File: src/rtl/i2c_rom_slave.sv
module i2c_rom_slave #(
  parameter logic [7:0] KEY = 8'h5A
) (
  input  logic clk,
  input  logic rst_n,
  input  logic upd,
  input  logic scl_in,
  input  logic sda_in,
  output logic sda_out
);
  localparam int BW = 8;
  localparam logic [4:0] CMD_END = 5'(BW + 1);
  localparam logic [4:0] ADR_END = 5'(2 * BW + 1);

  logic       scl_q, sda_q, ack;
  logic [4:0] tick;
  logic [7:0] cmd, addr, dat;

  logic       n_sda, n_ack;
  logic [4:0] n_tick;
  logic [7:0] n_cmd, n_addr, n_dat;

  function automatic logic [7:0] rom_byte(input logic [7:0] a);
    return {a[3:0], a[7:4]} ^ KEY;
  endfunction

  wire bus_cond = scl_q && scl_in && (sda_q != sda_in);
  wire rise     = !scl_q && scl_in;
  wire [7:0] addr_sh = {addr[6:0], sda_in};

  always_comb begin
    n_tick = tick; n_cmd = cmd; n_addr = addr; n_dat = dat;
    n_ack = ack; n_sda = sda_in;
    if (bus_cond) begin
      if (!sda_in) begin
        n_tick = 5'd1;
        n_cmd  = '0;
      end
    end else if (tick == 5'd0 && !ack) begin
      n_tick = tick;
    end else if (rise) begin
      if (ack) begin
        n_sda = 1'b0;
        n_ack = 1'b0;
      end else if (sda_q == sda_in) begin
        if (tick < CMD_END) begin
          n_cmd  = {cmd[6:0], sda_in};
          n_tick = tick + 5'd1;
          if (tick == CMD_END - 5'd1) n_ack = 1'b1;
        end else if (tick < ADR_END) begin
          if (cmd[0]) n_sda = dat[7];
          n_addr = addr_sh;
          n_dat  = {dat[6:0], 1'b0};
          if (tick == ADR_END - 5'd1) begin
            n_dat  = rom_byte(addr_sh);
            n_ack  = 1'b1;
            n_tick = 5'd0;
          end else begin
            n_tick = tick + 5'd1;
          end
        end else begin
          n_sda = 1'b0;
        end
      end
    end
  end

  always_ff @(posedge clk or negedge rst_n) begin
    if (!rst_n) begin
      scl_q <= 1'b1; sda_q <= 1'b1; ack <= 1'b0;
      tick <= '0; cmd <= '0; addr <= '0; dat <= '0;
    end else if (upd) begin
      scl_q <= scl_in; sda_q <= n_sda; ack <= n_ack;
      tick <= n_tick; cmd <= n_cmd; addr <= n_addr; dat <= n_dat;
    end
  end

  assign sda_out = sda_q;

  a_r1_tick_bound: assert property (@(posedge clk) disable iff (!rst_n)
    tick < ADR_END);

  a_r2_idle_hold: assert property (@(posedge clk) disable iff (!rst_n)
    (upd && tick == 5'd0 && !ack && !(scl_q && scl_in && sda_q && !sda_in))
    |=> (tick == 5'd0 && $stable(dat)));

  a_r3_ack_low: assert property (@(posedge clk) disable iff (!rst_n)
    (upd && ack && !scl_q && scl_in) |=> (!sda_out && !ack));

  a_r5_fetch: assert property (@(posedge clk) disable iff (!rst_n)
    (upd && rise && !ack && sda_q == sda_in && tick == ADR_END - 5'd1)
    |=> (ack && tick == 5'd0));

  a_r7_glitch_rejected: assert property (@(posedge clk) disable iff (!rst_n)
    (upd && rise && !ack && tick != 5'd0 && sda_q != sda_in) |=> $stable(tick));

  a_r8_start_restart: assert property (@(posedge clk) disable iff (!rst_n)
    (upd && scl_q && scl_in && sda_q && !sda_in) |=> (tick == 5'd1 && cmd == 8'd0));
endmodule

File: config.mk
export PLATFORM = sky130hd
export DESIGN_NAME = i2c_rom_slave
export DESIGN_NICKNAME = d
export VERILOG_FILES = /design/src/rtl/i2c_rom_slave.sv
export SDC_FILE = /design/constraint.sdc
export NUM_CORES = 1
export LEC_CHECK = 0
export ABC_CLOCK_PERIOD_IN_PS = 2170
export BUFFER_PORTS_ARGS = -buffer_cell sky130_fd_sc_hd__buf_2
export CAP_MARGIN = 20
export CELL_PAD_IN_SITES_DETAIL_PLACEMENT = 0
export CELL_PAD_IN_SITES_GLOBAL_PLACEMENT = 1
export CORE_MARGIN = 4
export CORE_UTILIZATION = 48
export DETAILED_ROUTE_END_ITERATION = 10
export HOLD_SLACK_MARGIN = 0.05
export PLACE_DENSITY_LB_ADDON = 0.1
export SETUP_SLACK_MARGIN = 0.5
export SKIP_CTS_REPAIR_TIMING = 1
export SLEW_MARGIN = 20
export SYNTH_ARGS = -nofsm -noshare
export SYNTH_HDL_FRONTEND = slang
export SYNTH_SLANG_ARGS = --single-unit
File: constraint.sdc
create_clock -name clk -period 2.17 [get_ports clk]
set_input_delay 0.3255 -clock clk [delete_from_list [all_inputs] [get_ports clk]]
set_output_delay 0.3255 -clock clk [all_outputs]
set_load 0.02 [all_outputs]
== Yosys cells after proc, flatten, opt, wreduce, memory -nomap -nowiden ==
Cells that the tools add are included.

* Register bits: 24
* Bits in latches: 0
* Memory bits (writable): 0
* ROM bits: 0
* Input bits: 5
* Output and inout port bits: 1
* Logic and storage cells: 68
* Memories kept: 0

* $add $sub $neg: 1
* Multipliers: 0
* Div/mod/pow operators: 0
* Order comparisons: 2
* Equality and inequality tests: 7
* Shifts and indexed selects: 0
* Mux-type cells: 31
* Bitwise gates (word level): 5
* Reductions and logical operators: 15

{| class="wikitable"
|+ Operator list
! cell !! count
|-
| $mux W5 || 9
|-
| $mux W1 || 21
|-
| $reduce_and A7 Y1 || 2
|-
| $mux W8 || 1
|-
| $reduce_and A8 Y1 || 1
|-
| $reduce_bool A2 Y1 || 3
|-
| $add A5 B1 Y5 const B || 1
|-
| $eq A5 B4 Y1 const B || 1
|-
| $eq A5 B5 Y1 const B || 1
|-
| $logic_not A5 Y1 || 1
|-
| $lt A5 B4 Y1 const B || 1
|-
| $lt A5 B5 Y1 const B || 1
|-
| $logic_and A1 B1 Y1 || 4
|-
| $ne A2 B2 Y1 const B || 2
|-
| $not A1 Y1 || 4
|-
| $not A4 Y4 || 1
|-
| $reduce_and A4 Y1 || 1
|-
| $reduce_bool A3 Y1 || 1
|-
| $logic_not A1 Y1 || 2
|-
| $ne A2 B1 Y1 const B || 1
|-
| $eq A1 B1 Y1 || 1
|-
| $ne A1 B1 Y1 || 1
|}

== Depth between registers and ports, before layout ==
* Depth after elaboration: 9
* Depth in mapped cells: 7
* Mapped depth without buffers: 6

== Worst setup path after synthesis ==
OpenSTA, ideal clock, no wires.

* Path type: reg2reg
* Start: register tick[0]
* End: register tick[0]
* Setup time: 0.125 ns
* Data arrival time: 1.806 ns
* Data required time: 2.045 ns
* Path slack: 0.239 ns
* Stages on the path, launching flop included: 7
* Buffers on the path: 0
* Clock period less this slack: 1.931 ns
* Cells stage by stage: dfrtp_1 inv_1 ha_1 nor3b_1 a2111oi_4 o21ai_2 mux2_4

* Cells in the longest elaborated chain, start to end: 9
* Elaborated cells between the ends (all ways): 17
* Those cells by class: add/sub (1); order compare (2); eq/ne (2); mux (8); reduce/logical (4)

{| class="wikitable"
|+ Ends and longest elaborated chain
! what !! RTL line !! source
|-
| from (decl) || 16 || <nowiki>logic [4:0] tick;</nowiki>
|-
| from (signal assigned) || 74 || <nowiki>tick <= n_tick; cmd <= n_cmd; addr <= n_addr; dat <= n_dat;</nowiki>
|-
| $add A5 B1 Y5 or $eq A5 B5 Y1 (tied branches) || 48, 59, 54 ||
|-
| $mux W5 || 54 || <nowiki>if (tick == ADR_END - 5'd1) begin</nowiki>
|-
| $mux W5 || 50 || <nowiki>end else if (tick < ADR_END) begin</nowiki>
|-
| $mux W5 || 46 || <nowiki>if (tick < CMD_END) begin</nowiki>
|-
| $mux W5 || 45 || <nowiki>end else if (sda_q == sda_in) begin</nowiki>
|-
| $mux W5 || 42 || <nowiki>if (ack) begin</nowiki>
|-
| $mux W5 || 41 || <nowiki>end else if (rise) begin</nowiki>
|-
| $mux W5 || 39 || <nowiki>end else if (tick == 5'd0 && !ack) begin</nowiki>
|-
| $mux W5 || 34 || <nowiki>if (bus_cond) begin</nowiki>
|}

Several ways; a longest one is shown, not always the timed one. The select of a mux whose other input is x is not followed.
A chain may end at the register's enable or synchronous reset.

== Worst setup path in the final report ==
* Start: register tick[1]
* End: register tick[0]

* Cells in the longest elaborated chain, start to end: 9
* Elaborated cells between the ends (all ways): 16
* Those cells by class: order compare (2); eq/ne (2); mux (8); reduce/logical (4)

{| class="wikitable"
|+ Ends and longest elaborated chain
! what !! RTL line
|-
| $eq A5 B5 Y1 || 54
|-
| $mux W5 || 54
|-
| $mux W5 || 50
|-
| $mux W5 || 46
|-
| $mux W5 || 45
|-
| $mux W5 || 42
|-
| $mux W5 || 41
|-
| $mux W5 || 39
|-
| $mux W5 || 34
|}

Several ways; a longest one is shown, not always the timed one. The select of a mux whose other input is x is not followed.

==> key figures <==
Status
  • Outcome: finished, final reports clean

GRT
  • Grt peak-use layer: met2
  • First-pass GRT wire length: 4930 um
  • Initial antenna violation count: 0
  • Largest net degree at the start of global routing: 25
  • GR Util met2: 27.2%
  • Grt met1 use: 19.0%
  • Vias in the first global route: 1085
  • Tot GR Track Use: 15.3%
  • GR Util met3: 1.98%
  • Grt ovf: 0

STA
  • Final Slew Violations: 0
  • Relative max-transition margin: 62.7%
  • RSZ-0062 raised after global routing: true
  • Final worst path period share: 88.6%
  • Fin crit period: 1.92 ns
  • Worst slew pin tran: 0.559 ns
  • Final clock skew: 0.0104 ns
  • Endpoints failing setup: 0
  • Fin Setup TNS: 0 ns
  • Final hold slack: 0.224 ns
  • Final hold violation count: 0
  • Fmax: 0.520 GHz

Yosys
  • Syn_area_per_cell: 10.7 um2
  • Post-synth top area cell: dfrtp_1
  • Syn_nets: 140
  • Async SR Flop Fraction: 100%
  • Mapped Area: 1430 um2
  • Post-Syn Instances: 133
  • #FFs+latches synth: 24
  • Xor/xnor share of the synthesized area: 2.37%
  • Main synth FF type: dfrtp_1
  • Proportion of synthesized area in mux cells: 14.2%
  • Main combinational cell family by area after synthesis: compound AO/OA/AOI/OAI gates
  • Yosys cell types: 47
  • Post-synth top area share: 38.6%
  • Area contributors post-synth: dfrtp_1 (39%), mux2_1 (11%), nand2_1 (5.0%)
  • Compound-gate portion of the synthesized area: 18.9%
  • Adder-Cell Fraction of Synth Area: 1.75%
  • Simple-gate share of the synthesized area: 15.4%
  • Yosys warns: 0
  • Post-synthesis sequential area ratio: 42.3%
  • Number of synthesized flops with an enable pin: 0

Floorplan
  • Die Height: 62.5 um
  • Core Area: 2810 um2
  • DIE AREA: 3910 um2
  • Die Span X: 62.5 um
  • Site Rows: 19
  • Initial Util: 50.8%
  • # IOs: 6

Layout
  • Finished Layout Cells: 184
  • Final Net Count: 161
  • Filler cell count: 255
  • Area growth syn-to-layout: 19.3%
  • Commonest cells after routing, fill and taps aside: nand2_1 (19), dfrtp_1 (19), buf_4 (15)
  • Final Cell Area: 1700 um2
  • Share of cells above drive strength 1: 36.6%
  • Antenna diodes: 0
  • Post-layout util: 60.7%

Critical path
  • Worst path bufs/invs: 1
  • Worst Path Max Fanout: 5
  • Crit Reg-Reg Startpoint: tick[1]$_DFFE_PN0P_
  • Endpoint class of the critical path: register
  • Slowest-stage cell, CP: o41a_1
  • Worst R2R Setup Slack: 0.25 ns
  • R2R Path End: tick[0]$_DFFE_PN0P_
  • CP Data Arrival Time: 2.14 ns
  • Req. time, crit path: 2.38 ns
  • Setup Crit Path Kind: reg -> reg
  • CP Cell Sequence: buf_6, o41a_1, a2111oi_4, o21ai_2, mux2_4
  • Crit. Startpoint: tick[1]$_DFFE_PN0P_
  • Worst Setup Start Kind: register
  • R2R depth: 5
  • Delay-heaviest family, CP: compound AO/OA/AOI/OAI gates
  • Slowest stage delay, CP: 0.44 ns

CTS
  • H-tree levels: 1
  • Clk root buf: clkbuf_4
  • Clock buffer depth: 2
  • Worst-path clk slew: 0.14 ns
  • Inserted Clock Buffers: 3
  • TritonCTS clock tree: built
  • Worst-skew pair later-pin latency: 0.31 ns
  • Clock sink count: 24

Route
  • Total Wirelength: 2940 um
  • Initial DRT Pass Iterations: 3
  • Via count: 1073
  • Drt via density: 5.83
  • DRC: 0
  • Iteration-0 DRC Markers: 45
  • Detail Route Antenna Nets: 0
  • Wire per inst: 16.0 um

Power and ir drop
  • Pleak: 0.000820 uW
  • Worst vdd rail ir drop: 0.600 mV
  • PD cells: 866 nW/um2

Place
  • Placer Congestion: 0.842
  • Cell area after placement: 1530 um2
  • DP Cell Count: 167
  • DP Wirelength: 1990 um
  • Port Buffers: 5

Min path
  • Hold EP: scl_q$_DFFE_PN1P_
  • Hold Path Class: in -> reg
  • Worst Hold Path Cells: 2
  • Hold Path Origin: upd

Flow run
  • Max-cap violations: 0
## cells in the mapped netlist, types with 2 or more instances
cell and number:
nand2_1 19, a21oi_1 3, mux2_1 14, ha_1 2, a21o_1 2, mux2i_1 3
dfstp_2 2, o211ai_1 2, inv_1 6, nor2_1 6, dfrtp_1 22, nand3_1 3
xnor2_1 2, buf_6 3, o21ai_0 9, o2bb2ai_1 2, o221ai_1 2, and2_1 2
## power breakdown
part | total [uW] | switching [uW] | leakage [uW] | internal [uW]
logic | 610 | 286 | 0.000488 | 325
registers | 627 | 98.1 | 0.000311 | 529
clock network | 235 | 133 | 0.0000210 | 102
total | 1470 | 517 | 0.000820 | 956
## worst reg2reg max path, stage by stage (launching register included)
cell and delay [ns]:
dfrtp_1 0.43, buf_6 0.13, o41a_1 0.44, a2111oi_4 0.34
o21ai_2 0.16, mux2_4 0.33
## logic make-up (layout without fill, tap and decap cells)
logic type / Yosys count / in the layout
AO/OA/AOI/OAI: 32 / 32
XOR/XNOR: 3 / 3
adder cells (fa/ha/maj): 2 / 2
buffers and inverters: 12 / 32
flip-flops: 24 / 24
multiplexers: 18 / 18
AND/OR/NAND/NOR: 42 / 42
## registers in the layout, indices dropped and copies added (netlist names)
register and count:
cmd 1, scl_q 1, tick 5, dat 8, ack 1, addr 7, sda_out 1
## stage by stage
stage | total power (uW) | setup slack, ns
final | 1470 | 0.248
after global routing | 1590 | 0.191
after CTS | 1320 | 0.185
after detailed placement | 1080 | 0.214
after global placement | 1070 | 0.266
after floorplan | 986 | 0.341
## worst max-delay path by stage
stage                     endpoint  slack, ns  cells after the start
5_1_grt        tick[0]$_DFFE_PN0P_       0.19                      5
3_3_place_gp   tick[0]$_DFFE_PN0P_       0.27                      6
6_report       tick[0]$_DFFE_PN0P_       0.25                      5
2_1_floorplan  addr[0]$_DFFE_PN0P_       0.34                      5
4_1_cts        tick[0]$_DFFE_PN0P_       0.18                      6
3_5_place_dp   tick[0]$_DFFE_PN0P_       0.21                      6
## cell type report
| class | count | area [um2] | share of cell area (%) |
|---|---|---|---|
| Multi-Input combinational cell | 97 | 838 | 49.3 |
| Sequential cell | 24 | 607 | 35.7 |
| Timing Repair Buffer | 22 | 159 | 9.34 |
| Tap cell | 31 | 38.8 | 2.28 |
| Clock buffer | 4 | 36.3 | 2.13 |
| Inverter | 6 | 22.5 | 1.32 |
## per-layer routing
| layer | vias up | routed length, um |
|---|---|---|
| li1 | 524 | - |
| met4 | 0 | 34 |
| met1 | 538 | 1310 |
| met3 | 5 | 56 |
| met2 | 6 | 1530 |
| met5 | - | 0 |
Note: power is estimated with default switching activity, not from simulation.
